[src/rtl/sregs_pkg.sv]
package sregs_pkg;

    localparam int BYTE_W = 8;
    localparam int WORD_W = 16;

    localparam logic [7:0] CODE_PROX = 8'h08;
    localparam logic [7:0] CODE_AMB  = 8'h09;
    localparam logic [7:0] CODE_FLAG = 8'h0B;

    typedef enum logic [2:0] {
        ST_IDLE,
        ST_RX,
        ST_ACK,
        ST_TX,
        ST_MACK
    } bus_state_e;

    typedef enum logic [1:0] {
        RK_ADDR,
        RK_CMD,
        RK_DATA
    } rx_kind_e;

    typedef struct packed {
        logic scl_rise;
        logic scl_fall;
        logic start;
        logic stop;
        logic sda;
    } bus_ev_t;

    typedef struct packed {
        logic              en;
        logic              hi;
        logic [BYTE_W-1:0] code;
        logic [BYTE_W-1:0] data;
    } wr_req_t;

    function automatic logic addr_match(input logic [7:0] b, input logic [6:0] a);
        return b[7:1] == a;
    endfunction

    function automatic logic is_rw_code(input logic [7:0] c, input int n);
        return int'(c) < n;
    endfunction

endpackage

[src/rtl/sregs_bus_cond.sv]
module sregs_bus_cond
    import sregs_pkg::*;
(
    input  logic    clk,
    input  logic    rst,
    input  logic    scl_i,
    input  logic    sda_i,
    output bus_ev_t ev_o
);
    logic [1:0] scl_s;
    logic [1:0] sda_s;
    logic       scl_q;
    logic       sda_q;

    always_ff @(posedge clk) begin
        if (rst) begin
            scl_s <= 2'b11;
            sda_s <= 2'b11;
            scl_q <= 1'b1;
            sda_q <= 1'b1;
        end else begin
            scl_s <= {scl_s[0], scl_i};
            sda_s <= {sda_s[0], sda_i};
            scl_q <= scl_s[1];
            sda_q <= sda_s[1];
        end
    end

    always_comb begin
        ev_o.scl_rise = scl_s[1] & ~scl_q;
        ev_o.scl_fall = ~scl_s[1] & scl_q;
        ev_o.start    = scl_s[1] & scl_q & sda_q & ~sda_s[1];
        ev_o.stop     = scl_s[1] & scl_q & ~sda_q & sda_s[1];
        ev_o.sda      = sda_s[1];
    end
endmodule

[src/rtl/sregs_proto.sv]
module sregs_proto
    import sregs_pkg::*;
#(
    parameter logic [6:0] DEV_ADDR = 7'h60
) (
    input  logic        clk,
    input  logic        rst,
    input  bus_ev_t     ev_i,
    input  logic [15:0] rd_word_i,
    output logic        sda_oe_o,
    output wr_req_t     wr_o,
    output logic [7:0]  cmd_o,
    output logic        flag_rd_o,
    output logic [7:0]  clr_mask_o
);
    bus_state_e state;
    rx_kind_e   kind;
    logic [3:0] cnt;
    logic [7:0] sh;
    logic [7:0] tx_sh;
    logic [7:0] ld_byte;
    logic [1:0] wptr;
    logic       rd_hi;
    logic       go_tx;
    logic       mack_ok;

    assign cmd_o      = wr_o.code;
    assign clr_mask_o = ld_byte;

    always_ff @(posedge clk) begin
        if (rst) begin
            state     <= ST_IDLE;
            kind      <= RK_ADDR;
            cnt       <= '0;
            sh        <= '0;
            tx_sh     <= '0;
            ld_byte   <= '0;
            wptr      <= '0;
            rd_hi     <= 1'b0;
            go_tx     <= 1'b0;
            mack_ok   <= 1'b0;
            sda_oe_o  <= 1'b0;
            wr_o      <= '0;
            flag_rd_o <= 1'b0;
        end else begin
            wr_o.en   <= 1'b0;
            flag_rd_o <= 1'b0;
            if (ev_i.start) begin
                state    <= ST_RX;
                kind     <= RK_ADDR;
                cnt      <= '0;
                sda_oe_o <= 1'b0;
            end else if (ev_i.stop) begin
                state    <= ST_IDLE;
                sda_oe_o <= 1'b0;
            end else begin
                case (state)
                    ST_RX: begin
                        if (ev_i.scl_rise && cnt != 4'd8) begin
                            sh  <= {sh[6:0], ev_i.sda};
                            cnt <= cnt + 4'd1;
                        end else if (ev_i.scl_fall && cnt == 4'd8) begin
                            cnt <= '0;
                            case (kind)
                                RK_ADDR: begin
                                    if (addr_match(sh, DEV_ADDR)) begin
                                        sda_oe_o <= 1'b1;
                                        state    <= ST_ACK;
                                        go_tx    <= sh[0];
                                        kind     <= RK_CMD;
                                    end else begin
                                        state <= ST_IDLE;
                                    end
                                end
                                RK_CMD: begin
                                    wr_o.code <= sh;
                                    wptr      <= '0;
                                    sda_oe_o  <= 1'b1;
                                    state     <= ST_ACK;
                                    go_tx     <= 1'b0;
                                    kind      <= RK_DATA;
                                end
                                default: begin
                                    sda_oe_o <= 1'b1;
                                    state    <= ST_ACK;
                                    go_tx    <= 1'b0;
                                    if (wptr != 2'd2) begin
                                        wr_o.en   <= 1'b1;
                                        wr_o.hi   <= wptr[0];
                                        wr_o.data <= sh;
                                        wptr      <= wptr + 2'd1;
                                    end
                                end
                            endcase
                        end
                    end
                    ST_ACK: begin
                        if (ev_i.scl_fall) begin
                            if (go_tx) begin
                                tx_sh    <= rd_word_i[7:0];
                                ld_byte  <= rd_word_i[7:0];
                                sda_oe_o <= ~rd_word_i[7];
                                rd_hi    <= 1'b0;
                                cnt      <= 4'd1;
                                state    <= ST_TX;
                            end else begin
                                sda_oe_o <= 1'b0;
                                cnt      <= '0;
                                state    <= ST_RX;
                            end
                        end
                    end
                    ST_TX: begin
                        if (ev_i.scl_fall) begin
                            if (cnt == 4'd8) begin
                                sda_oe_o <= 1'b0;
                                state    <= ST_MACK;
                                if (rd_hi && wr_o.code == CODE_FLAG) begin
                                    flag_rd_o <= 1'b1;
                                end
                            end else begin
                                sda_oe_o <= ~tx_sh[6];
                                tx_sh    <= {tx_sh[6:0], 1'b0};
                                cnt      <= cnt + 4'd1;
                            end
                        end
                    end
                    ST_MACK: begin
                        if (ev_i.scl_rise) begin
                            mack_ok <= ~ev_i.sda;
                        end else if (ev_i.scl_fall) begin
                            if (mack_ok) begin
                                tx_sh    <= rd_word_i[15:8];
                                ld_byte  <= rd_word_i[15:8];
                                sda_oe_o <= ~rd_word_i[15];
                                rd_hi    <= 1'b1;
                                cnt      <= 4'd1;
                                state    <= ST_TX;
                            end else begin
                                state <= ST_IDLE;
                            end
                        end
                    end
                    default: ;
                endcase
            end
        end
    end

    // an idle slave never holds the data line
    a_r9_idle_released: assert property (@(posedge clk) disable iff (rst)
        (state == ST_IDLE) |-> !sda_oe_o);

    // the driven level only changes while the clock line is low
    a_r4_hold_on_rise: assert property (@(posedge clk) disable iff (rst)
        ev_i.scl_rise |=> $stable(sda_oe_o));

    // the clear strobe follows a completed byte transfer
    a_r8_strobe_after_tx: assert property (@(posedge clk) disable iff (rst)
        flag_rd_o |-> (state == ST_MACK && $past(state) == ST_TX));
endmodule

[src/rtl/sregs_bank.sv]
module sregs_bank
    import sregs_pkg::*;
#(
    parameter int NUM_RW = 8
) (
    input  logic                     clk,
    input  logic                     rst,
    input  wr_req_t                  wr_i,
    input  logic [7:0]               cmd_i,
    input  logic [7:0]               prox_i,
    input  logic [15:0]              amb_i,
    input  logic [7:0]               flag_set_i,
    input  logic                     flag_rd_i,
    input  logic [7:0]               clr_mask_i,
    output logic [15:0]              rd_word_o,
    output logic [NUM_RW*WORD_W-1:0] cfg_o,
    output logic [7:0]               flags_o
);
    localparam int IDX_W = (NUM_RW > 1) ? $clog2(NUM_RW) : 1;

    logic [NUM_RW*WORD_W-1:0] cfg_flat;
    logic [7:0]               flags_q;

    generate
        for (genvar g = 0; g < NUM_RW; g++) begin : g_word
            logic [WORD_W-1:0] word_q;
            always_ff @(posedge clk) begin
                if (rst) begin
                    word_q <= '0;
                end else if (wr_i.en && wr_i.code == 8'(g)) begin
                    if (wr_i.hi) word_q[15:8] <= wr_i.data;
                    else         word_q[7:0]  <= wr_i.data;
                end
            end
            assign cfg_flat[g*WORD_W +: WORD_W] = word_q;
        end
    endgenerate

    always_ff @(posedge clk) begin
        if (rst) flags_q <= '0;
        else     flags_q <= (flags_q & ~(flag_rd_i ? clr_mask_i : 8'h00)) | flag_set_i;
    end

    always_comb begin
        rd_word_o = '0;
        if (is_rw_code(cmd_i, NUM_RW)) begin
            rd_word_o = cfg_flat[WORD_W*int'(cmd_i[IDX_W-1:0]) +: WORD_W];
        end else begin
            case (cmd_i)
                CODE_PROX: rd_word_o = {8'h00, prox_i};
                CODE_AMB:  rd_word_o = amb_i;
                CODE_FLAG: rd_word_o = {flags_q, 8'h00};
                default:   rd_word_o = '0;
            endcase
        end
    end

    assign cfg_o   = cfg_flat;
    assign flags_o = flags_q;

    // read-only codes leave the stored words untouched
    a_r6_ro_write_ignored: assert property (@(posedge clk) disable iff (rst)
        (wr_i.en && !is_rw_code(wr_i.code, NUM_RW)) |=> $stable(cfg_flat));

    // a low-byte write lands in bits 7:0 of the addressed word
    a_r2_low_lands: assert property (@(posedge clk) disable iff (rst)
        (wr_i.en && is_rw_code(wr_i.code, NUM_RW) && !wr_i.hi) |=>
        (cfg_flat[WORD_W*int'($past(wr_i.code[IDX_W-1:0])) +: 8] == $past(wr_i.data)));

    // the sent bits are cleared unless set again in the same cycle
    a_r8_clear_sent: assert property (@(posedge clk) disable iff (rst)
        flag_rd_i |=> ((flags_q & $past(clr_mask_i) & ~$past(flag_set_i)) == 8'h00));

    // without a read no flag ever drops
    a_r8_sticky: assert property (@(posedge clk) disable iff (rst)
        !flag_rd_i |=> ((flags_q & $past(flags_q)) == $past(flags_q)));
endmodule

[src/rtl/sregs_i2c_slave.sv]
module sregs_i2c_slave
    import sregs_pkg::*;
#(
    parameter logic [6:0] DEV_ADDR = 7'h60,
    parameter int         NUM_RW   = 8
) (
    input  logic                     clk,
    input  logic                     rst,
    input  logic                     scl_i,
    input  logic                     sda_i,
    output logic                     sda_oe_o,
    input  logic [7:0]               prox_data_i,
    input  logic [15:0]              amb_data_i,
    input  logic [7:0]               flag_set_i,
    output logic [NUM_RW*WORD_W-1:0] cfg_o,
    output logic [7:0]               flags_o,
    output logic                     flag_rd_o
);
    bus_ev_t     ev;
    wr_req_t     wr;
    logic [7:0]  cmd;
    logic [15:0] rd_word;
    logic [7:0]  clr_mask;

    sregs_bus_cond u_cond (
        .clk   (clk),
        .rst   (rst),
        .scl_i (scl_i),
        .sda_i (sda_i),
        .ev_o  (ev)
    );

    sregs_proto #(.DEV_ADDR(DEV_ADDR)) u_proto (
        .clk        (clk),
        .rst        (rst),
        .ev_i       (ev),
        .rd_word_i  (rd_word),
        .sda_oe_o   (sda_oe_o),
        .wr_o       (wr),
        .cmd_o      (cmd),
        .flag_rd_o  (flag_rd_o),
        .clr_mask_o (clr_mask)
    );

    sregs_bank #(.NUM_RW(NUM_RW)) u_bank (
        .clk        (clk),
        .rst        (rst),
        .wr_i       (wr),
        .cmd_i      (cmd),
        .prox_i     (prox_data_i),
        .amb_i      (amb_data_i),
        .flag_set_i (flag_set_i),
        .flag_rd_i  (flag_rd_o),
        .clr_mask_i (clr_mask),
        .rd_word_o  (rd_word),
        .cfg_o      (cfg_o),
        .flags_o    (flags_o)
    );
endmodule

[config.mk]
export PLATFORM = sky130hd
export DESIGN_NAME = sregs_i2c_slave
export DESIGN_NICKNAME = d
export VERILOG_FILES = /design/src/rtl/sregs_pkg.sv /design/src/rtl/sregs_bus_cond.sv /design/src/rtl/sregs_proto.sv /design/src/rtl/sregs_bank.sv /design/src/rtl/sregs_i2c_slave.sv
export SDC_FILE = /design/constraint.sdc
export NUM_CORES = 1
export LEC_CHECK = 0
export ABC_AREA = 1
export ABC_CLOCK_PERIOD_IN_PS = 2600
export BUFFER_PORTS_ARGS = -buffer_cell sky130_fd_sc_hd__buf_2
export CORE_MARGIN = 8
export CORE_UTILIZATION = 31
export CTS_BUF_LIST = sky130_fd_sc_hd__clkbuf_8
export CTS_CLUSTER_DIAMETER = 80
export DETAILED_ROUTE_END_ITERATION = 10
export PLACE_DENSITY = 0.56
export SKIP_CTS_REPAIR_TIMING = 1
export SYNTH_ARGS = -nofsm -noshare
export SYNTH_HDL_FRONTEND = slang
export SYNTH_SLANG_ARGS = --single-unit
[constraint.sdc]
create_clock -name clk -period 2.6 [get_ports clk]
set_clock_uncertainty 0.15 [all_clocks]
set_input_delay 0.13 -clock clk [delete_from_list [all_inputs] [get_ports clk]]
set_output_delay 0.13 -clock clk [all_outputs]
set_load 0.005 [all_outputs]
==> reports/results.ini, run 1 <==
[global_route]
grt_max_degree=152
track_usage_pct=17.05
antenna_found_initial=0
grt.busiest_layer=met2
gr-total-overflow=0
use_met1_pct=21.93
met3_usage_pct=3.466
grt_pass1_wl_microns=49180
grtUsageMet2_pct=28.56
grt_pass1_vias=8634

[yosys]
syn_area_per_cell_sq_um=6.703
synth-simple-area-share_pct=25.28
synth-xor-area-share_pct=0.1846
synth-seq-cells=199
synthesis.nets=1455
yosysUniqueCellTypes=26
synth_top_family_by_area=simple AND/OR/NAND/NOR gates
yosysWarnings=0
synthMuxAreaShare_pct=0
synth_compound_area_share_pct=19.64
synthAdderAreaFrac_pct=0.3955
synthesis.area_sq_um=9492
synth_cells=1416
yosysSeqAreaShare_pct=41.97

[route]
drcViolationCount=0
antenna_left=0
drt_pass1_iterations=7
wl_microns=31910
via_per_inst=4.797
wl_per_cell_microns=16.27
vias=9412
drtIter0Drc=645

[layout]
final_cells=1962
layout_common_cells=nand2_1, inv_1, dfxtp_1
final_net_count=1592
area_growth_pct=17.36
fin_util_pct=36.70
diodes=0
seqCellArea_sq_um=3985
multiInputGateArea_sq_um=4319
drive_gt1_share_pct=16.60
fill_cells=3311
final_common_cell=nand2_1

[pwr]
power.leakage_nw=4.849
internal_power_w=0.004096
pwr-share-comb_pct=5.8
p_switching_w=0.001393
pwr-share-seq_pct=56.6
ir_worst_vdd_mv=0.3056
p_clk_share_pct=37.6
p_per_area_nw_per_um2=492.8
swShare_pct=25.38

[worst_hold_path]
min_from=rst
whs_endpoint=u_cond.scl_q$_SDFF_PP1_
holdPathStages=4
hold_class=primary input to flip-flop

[timing]
hold_viol_final=2
setup_slack_ps=449.0
relSlewSlack_pct=35.35
tns_ps=0
tightest_slew_ps=968.4
rsz0062_at_grt=false
holdWs_ps=-21.10
final.min_clock_period_ps=2151
slew_viol_final=0
fmaxAchievable_ghz=0.4649
setup_viol=0
period_share_pct=82.73

[critical_path]
crit_arrival_ps=2340
path_class=flip-flop to flip-flop
r2r_slack_ps=450
worstRegToRegCells=5
worstPathMaxFanout=16
crit_path_end_kind=flip-flop
critPathLaunchType=flip-flop
reg2reg_to=u_bank.g_word[2].word_q[4]$_SDFFE_PP0P_
cp.required_ps=2790
rr_startpoint=u_proto.cmd_o[1]$_SDFFE_PP0P_

[outcome]
violations=negative hold slack
status=complete, but fails checks

[placement]
post-place-ws_ps=466.2
post-place-cells=1920
dp_hpwl_microns=23420
gp_congestion=0.8704
portBuffers=173

[die]
rows=64
die_area_sq_um=36470
pin_count=174
die_w_microns=191.0
start_util_pct=31.27
coreArea_sq_um=30350
die_h_microns=191.0

[clock_tree]
cts_tree=built
root_buffer=clkbuf_8
clock_latency_ps=480
clock-sinks=199
cts_buffers=17
cts_max_path_buffers=2
cts_htree_levels=4
clkSlewWorstSetupHoldPaths_ps=100

[job]
maxCapViolCount=0

## worst max-delay path: stages, from the launching register on
cell,delay (ps)
dfxtp_1,600
nand2_1,200
nor2_2,270
nand3_1,430
o21ai_0,310
a21oi_1,70
## power groups by stage
stage	clock network, W	registers, W	logic (W)
after floorplan	0	0.00317	0.000212
after global placement	0	0.00318	0.000307
after detailed placement	0	0.00318	0.000309
after CTS	0.00211	0.00311	0.000309
after global routing	0.00223	0.00311	0.000369
final	0.00206	0.00311	0.000321
## worst max path at each step
stage / start / end / slack, ps / cells past startpoint
2_1_floorplan: u_proto.cnt[0]$_SDFFE_PP0P_ / u_proto.state[0]$_SDFFE_PP0P_ / 900 / 13
3_3_place_gp: u_proto.cmd_o[2]$_SDFFE_PP0P_ / u_bank.g_word[2].word_q[1]$_SDFFE_PP0P_ / 460 / 5
3_5_place_dp: u_proto.cmd_o[1]$_SDFFE_PP0P_ / u_bank.g_word[2].word_q[6]$_SDFFE_PP0P_ / 470 / 5
4_1_cts: u_proto.cmd_o[1]$_SDFFE_PP0P_ / u_bank.g_word[2].word_q[4]$_SDFFE_PP0P_ / 440 / 5
5_1_grt: u_proto.cmd_o[1]$_SDFFE_PP0P_ / u_bank.g_word[2].word_q[9]$_SDFFE_PP0P_ / 150 / 5
6_report: u_proto.cmd_o[1]$_SDFFE_PP0P_ / u_bank.g_word[2].word_q[4]$_SDFFE_PP0P_ / 450 / 5
## logic make-up after synthesis
group / after synthesis
AOI/OAI and AO/OA: 368
and+or+nand+nor: 544
adders and majority gates: 3
DFF: 199
buffers and inverters: 300
xor gates and xnor gates: 2
## state kept, by name (all words and copies together) (netlist names)
| name | count |
|---|---|
| u_proto.sh | 8 |
| u_cond.sda_q | 1 |
| u_proto.cmd_o | 8 |
| u_bank.g_word.word_q | 128 |
| u_proto.state | 3 |
| u_proto.cnt | 4 |
| u_proto.sda_oe_o | 1 |
| u_proto.go_tx | 1 |
| u_proto.wr_o | 10 |
| u_proto.tx_sh | 7 |
| u_proto.rd_hi | 1 |
| u_proto.kind | 2 |
| u_proto.mack_ok | 1 |
| u_proto.wptr | 2 |
| u_bank.flags_o | 8 |
| u_cond.sda_s | 2 |
| u_cond.scl_s | 2 |
| u_proto.clr_mask_o | 8 |
| u_cond.scl_q | 1 |
| u_proto.flag_rd_o | 1 |
## cells in the mapped netlist
| cell | number | area share [%] |
|---|---|---|
| nand2_1 | 281 | 11 |
| inv_1 | 211 | 8.3 |
| dfxtp_1 | 199 | 42 |
| o21ai_0 | 176 | 9.3 |
| a21oi_1 | 172 | 9.1 |
| nand3_1 | 146 | 7.7 |
| nor2_1 | 78 | 3.1 |
| clkbuf_1 | 42 | 1.7 |
| buf_2 | 35 | 1.8 |
| nand3_2 | 14 | 1.5 |
| o21ai_1 | 11 | 0.58 |
| a211oi_1 | 9 | 0.71 |
| nor2_2 | 9 | 0.59 |
| buf_4 | 5 | 0.40 |
| inv_2 | 5 | 0.20 |
| nor3_1 | 4 | 0.21 |
| or2_2 | 4 | 0.26 |
| ha_1 | 3 | 0.40 |
| nand4_1 | 2 | 0.13 |
| nor2_4 | 2 | 0.24 |
| nor3_4 | 2 | 0.34 |
| xor2_1 | 2 | 0.18 |
| buf_1 | 1 | 0.040 |
| clkinv_1 | 1 | 0.040 |
| nand2_2 | 1 | 0.066 |
| nor4_1 | 1 | 0.066 |
## stage by stage
stage	instance area [sq um]	power (W)
floorplan	9492	0.003383
global placement	10640	0.003482
detailed placement	10640	0.003485
CTS	11040	0.005523
global route	11140	0.005711
finish	11140	0.005490
## routing by layer
metal,part of all wire (%),wire length (microns),vias up
met1,44,14160,4326
met4,1.7,531,0
met5,0,0,-
met3,6.2,1963,26
li1,-,-,4822
met2,48,15260,238
## area by class of cell
class	count	share of cell area (%)
clock buffer	18	2.224
clock inverter	14	1.359
inverter	217	7.312
multi-input combinational	917	38.77
sequential	199	35.77
tap	396	4.448
timing repair buffer	201	10.11
Power figures use the tool's default switching activity.
==> inputs of run 2 (changes only) <==
Settings changed: ABC_AREA 1 to 0, ABC_CLOCK_PERIOD_IN_PS 2600 to 2000.
Clock period 2.6 ns to 2 ns, I/O delays scaled along.
==> reports/results.ini, run 2 <==
[global_route]
use_met1_pct=24.01  ; +2.1 points
grt_pass1_vias=8328  ; -3.5%
grt_max_degree=81  ; -47%
met3_usage_pct=4.415  ; +0.95 points
grt_pass1_wl_microns=49790  ; +1.2%
gr-total-overflow=0  ; unchanged
antenna_found_initial=1  ; +1
track_usage_pct=17.77  ; +0.72 points
grtUsageMet2_pct=28.13  ; -0.43 points
grt.busiest_layer=met2

[timing]
fmaxAchievable_ghz=0.4502  ; -3.2%
setup_slack_ps=-221.1  ; -670.1 ps
holdWs_ps=56.05  ; +77.15 ps
final.min_clock_period_ps=2221  ; +70.07 ps
hold_viol_final=0  ; -2
slew_viol_final=0  ; unchanged
setup_viol=116  ; +116
relSlewSlack_pct=70.80  ; +35 points
tightest_slew_ps=425.8  ; -542.6 ps
tns_ps=-8780  ; -8780 ps
period_share_pct=111.1  ; +28 points
rsz0062_at_grt=true

[clock_tree]
clkSlewWorstSetupHoldPaths_ps=100  ; about the same
root_buffer=clkbuf_8
cts_max_path_buffers=2  ; unchanged
clock-sinks=199  ; unchanged
cts_htree_levels=4  ; unchanged
cts_buffers=17  ; unchanged
clock_latency_ps=480  ; about the same
cts_tree=built

[route]
drcViolationCount=0  ; unchanged
drtIter0Drc=837  ; +30%
via_per_inst=5.178  ; +7.9%
wl_microns=34530  ; +8.2%
drt_pass1_iterations=5  ; -2
antenna_left=0  ; unchanged
wl_per_cell_microns=20.11  ; +24%
vias=8891  ; -5.5%

[placement]
dp_hpwl_microns=24110  ; +2.9%
portBuffers=173  ; unchanged
post-place-ws_ps=-334.3  ; -800.4 ps
gp_congestion=0.8713  ; +0.10%
post-place-cells=1632  ; -15%

[layout]
largest_register_ffs=128  ; unchanged
regMostFlops=u_bank.g_word.word_q
layout_common_cells=dfxtp_1, buf_2, buf_4
drive_gt1_share_pct=41.90  ; +25 points
largestRegisters=u_bank.g_word.word_q x128, u_proto.wr_o x10
seqCellArea_sq_um=3999  ; +0.35%
final_net_count=1353  ; -15%
final_cells=1717  ; -12%
final_common_cell=dfxtp_1
fill_cells=2884  ; -13%
diodes=0  ; unchanged
area_growth_pct=43.03
multiInputGateArea_sq_um=5504  ; +27%

[yosys]
synthesis.area_sq_um=9264  ; -2.4%
synthArstFlopShare_pct=0  ; unchanged
syn_area_per_cell_sq_um=9.218  ; +38%
synth_edf_count=0  ; unchanged
synthMuxAreaShare_pct=20.21  ; +20 points
synthAdderAreaFrac_pct=0.4052  ; +0.0097 points
synth-seq-cells=199  ; unchanged
synth_top_family_by_area=multiplexers
synth_top_cell_by_area=dfxtp_1
yosysSeqAreaShare_pct=43.00  ; +1.0 points
yosys-top-cells-area=dfxtp_1, mux2i_1, mux4_2
synth_top_flop_cell=dfxtp_1
synth.top_cells.by_count=dfxtp_1, nor2_1, mux2i_1, nand2_1, a21oi_1
synth-xor-area-share_pct=0.09454  ; -0.090 points
synth-simple-area-share_pct=19.77  ; -5.5 points
synth_cells=1005  ; -29%
yosysUniqueCellTypes=70  ; +170%
synthesis.nets=1044  ; -28%
yosysMostFrequentCell=dfxtp_1
yosysWarnings=0  ; unchanged
yosys.area.top_type_share_pct=43.00  ; +1.0 points
synth_compound_area_share_pct=11.67  ; -8.0 points

[pwr]
power.total_w=0.006830  ; +24%
p_per_area_nw_per_um2=515.4  ; +4.6%
ir_worst_vdd_mv=0.3872  ; +27%
power.leakage_nw=5.498  ; +13%

[job]
maxCapViolCount=0  ; unchanged

[die]
die_w_microns=188.9  ; -1.1%
pin_count=174  ; unchanged
start_util_pct=31.34  ; +0.065 points
rows=63  ; -1.6%
die_h_microns=188.9  ; -1.1%
die_area_sq_um=35670  ; -2.2%
coreArea_sq_um=29560  ; -2.6%

[worst_hold_path]
hold_class=primary input to flip-flop

[critical_path]
cp.required_ps=2210  ; -580 ps
critPathLaunchType=flip-flop
worstPathMaxFanout=7  ; -9
path_class=flip-flop to flip-flop
crit_arrival_ps=2430  ; +90 ps
r2r_slack_ps=-220  ; -670 ps
crit_path_end_kind=flip-flop

[outcome]
violations=negative setup slack
status=complete, but fails checks

-- run 2: cell count changes in the layout (fill, tap and decap cells not counted), moves of 26 or more --
cell,delta
a21oi_1,-107
buf_4,+126
inv_1,-205
mux2i_1,+117
mux4_2,+26
nand2_1,-214
nand3_1,-86
nor2_1,+55
o21ai_0,-168
-- run 2: kinds of logic (layout without fill, tap and decap cells) --
logic type | count (synthesis) | in the layout
buffers and inverters | 99 | 421
AO/OA/AOI/OAI | 171 | 171
flip-flops | 199 | 199
XOR/XNOR | 1 | 1
multiplexers | 154 | 154
adder cells (fa/ha/maj) | 3 | 3
AND/OR/NAND/NOR | 378 | 378
-- run 2: worst max-delay path, stage by stage (launching register included) --
cell and delay (ps):
dfxtp_4 420, buf_12 150, mux4_2 550, mux2i_4 210, buf_6 130, o22ai_1 100, a221oi_1 270, a211oi_1 110
-- run 2: metal layers --
layer,wire (microns),share of wire [%]
met1,15330,44
met2,16290,47
met3,2441,7.1
met4,465,1.3
met5,0,0
-- run 2: area by class of cell --
| cell class | instances | share of cell area [%] |
|---|---|---|
| clock buffer | 18 | 1.870 |
| clock inverter | 14 | 0.9254 |
| inverter | 9 | 0.2833 |
| multi-input combinational | 707 | 41.54 |
| sequential | 199 | 30.18 |
| tap | 390 | 3.683 |
| timing repair buffer | 380 | 21.52 |
-- run 2: through the flow --
step | utilization, % | instance area (sq um)
floorplan | - | 9270
global placement | 39.15 | 11570
finish | 44.83 | 13250
CTS | 40.40 | 11940
global route | 44.83 | 13250
detailed placement | 39.15 | 11570
-- run 2: power by group --
group,total [W],internal (W),leakage [nW],switching (W)
clock,0.00260,0.00103,0.196,0.00156
sequential,0.00399,0.00397,1.61,0.0000137
combinational,0.000246,0.000108,3.69,0.000138
total,0.00683,0.00511,5.50,0.00172
-- run 2: worst paths after layout --
check                                                    from  cells past startpoint                       endpoint
worst max-delay path            u_proto.cmd_o[1]$_SDFFE_PP0P_                      7  u_proto.tx_sh[5]$_SDFFE_PP0P_
worst min-delay path                            amb_data_i[7]                      5  u_proto.sda_oe_o$_SDFFE_PP0P_
worst max register to register  u_proto.cmd_o[1]$_SDFFE_PP0P_                      7  u_proto.tx_sh[5]$_SDFFE_PP0P_
worst min register to register     u_cond.sda_s[0]$_SDFF_PP1_                      1     u_cond.sda_s[1]$_SDFF_PP1_
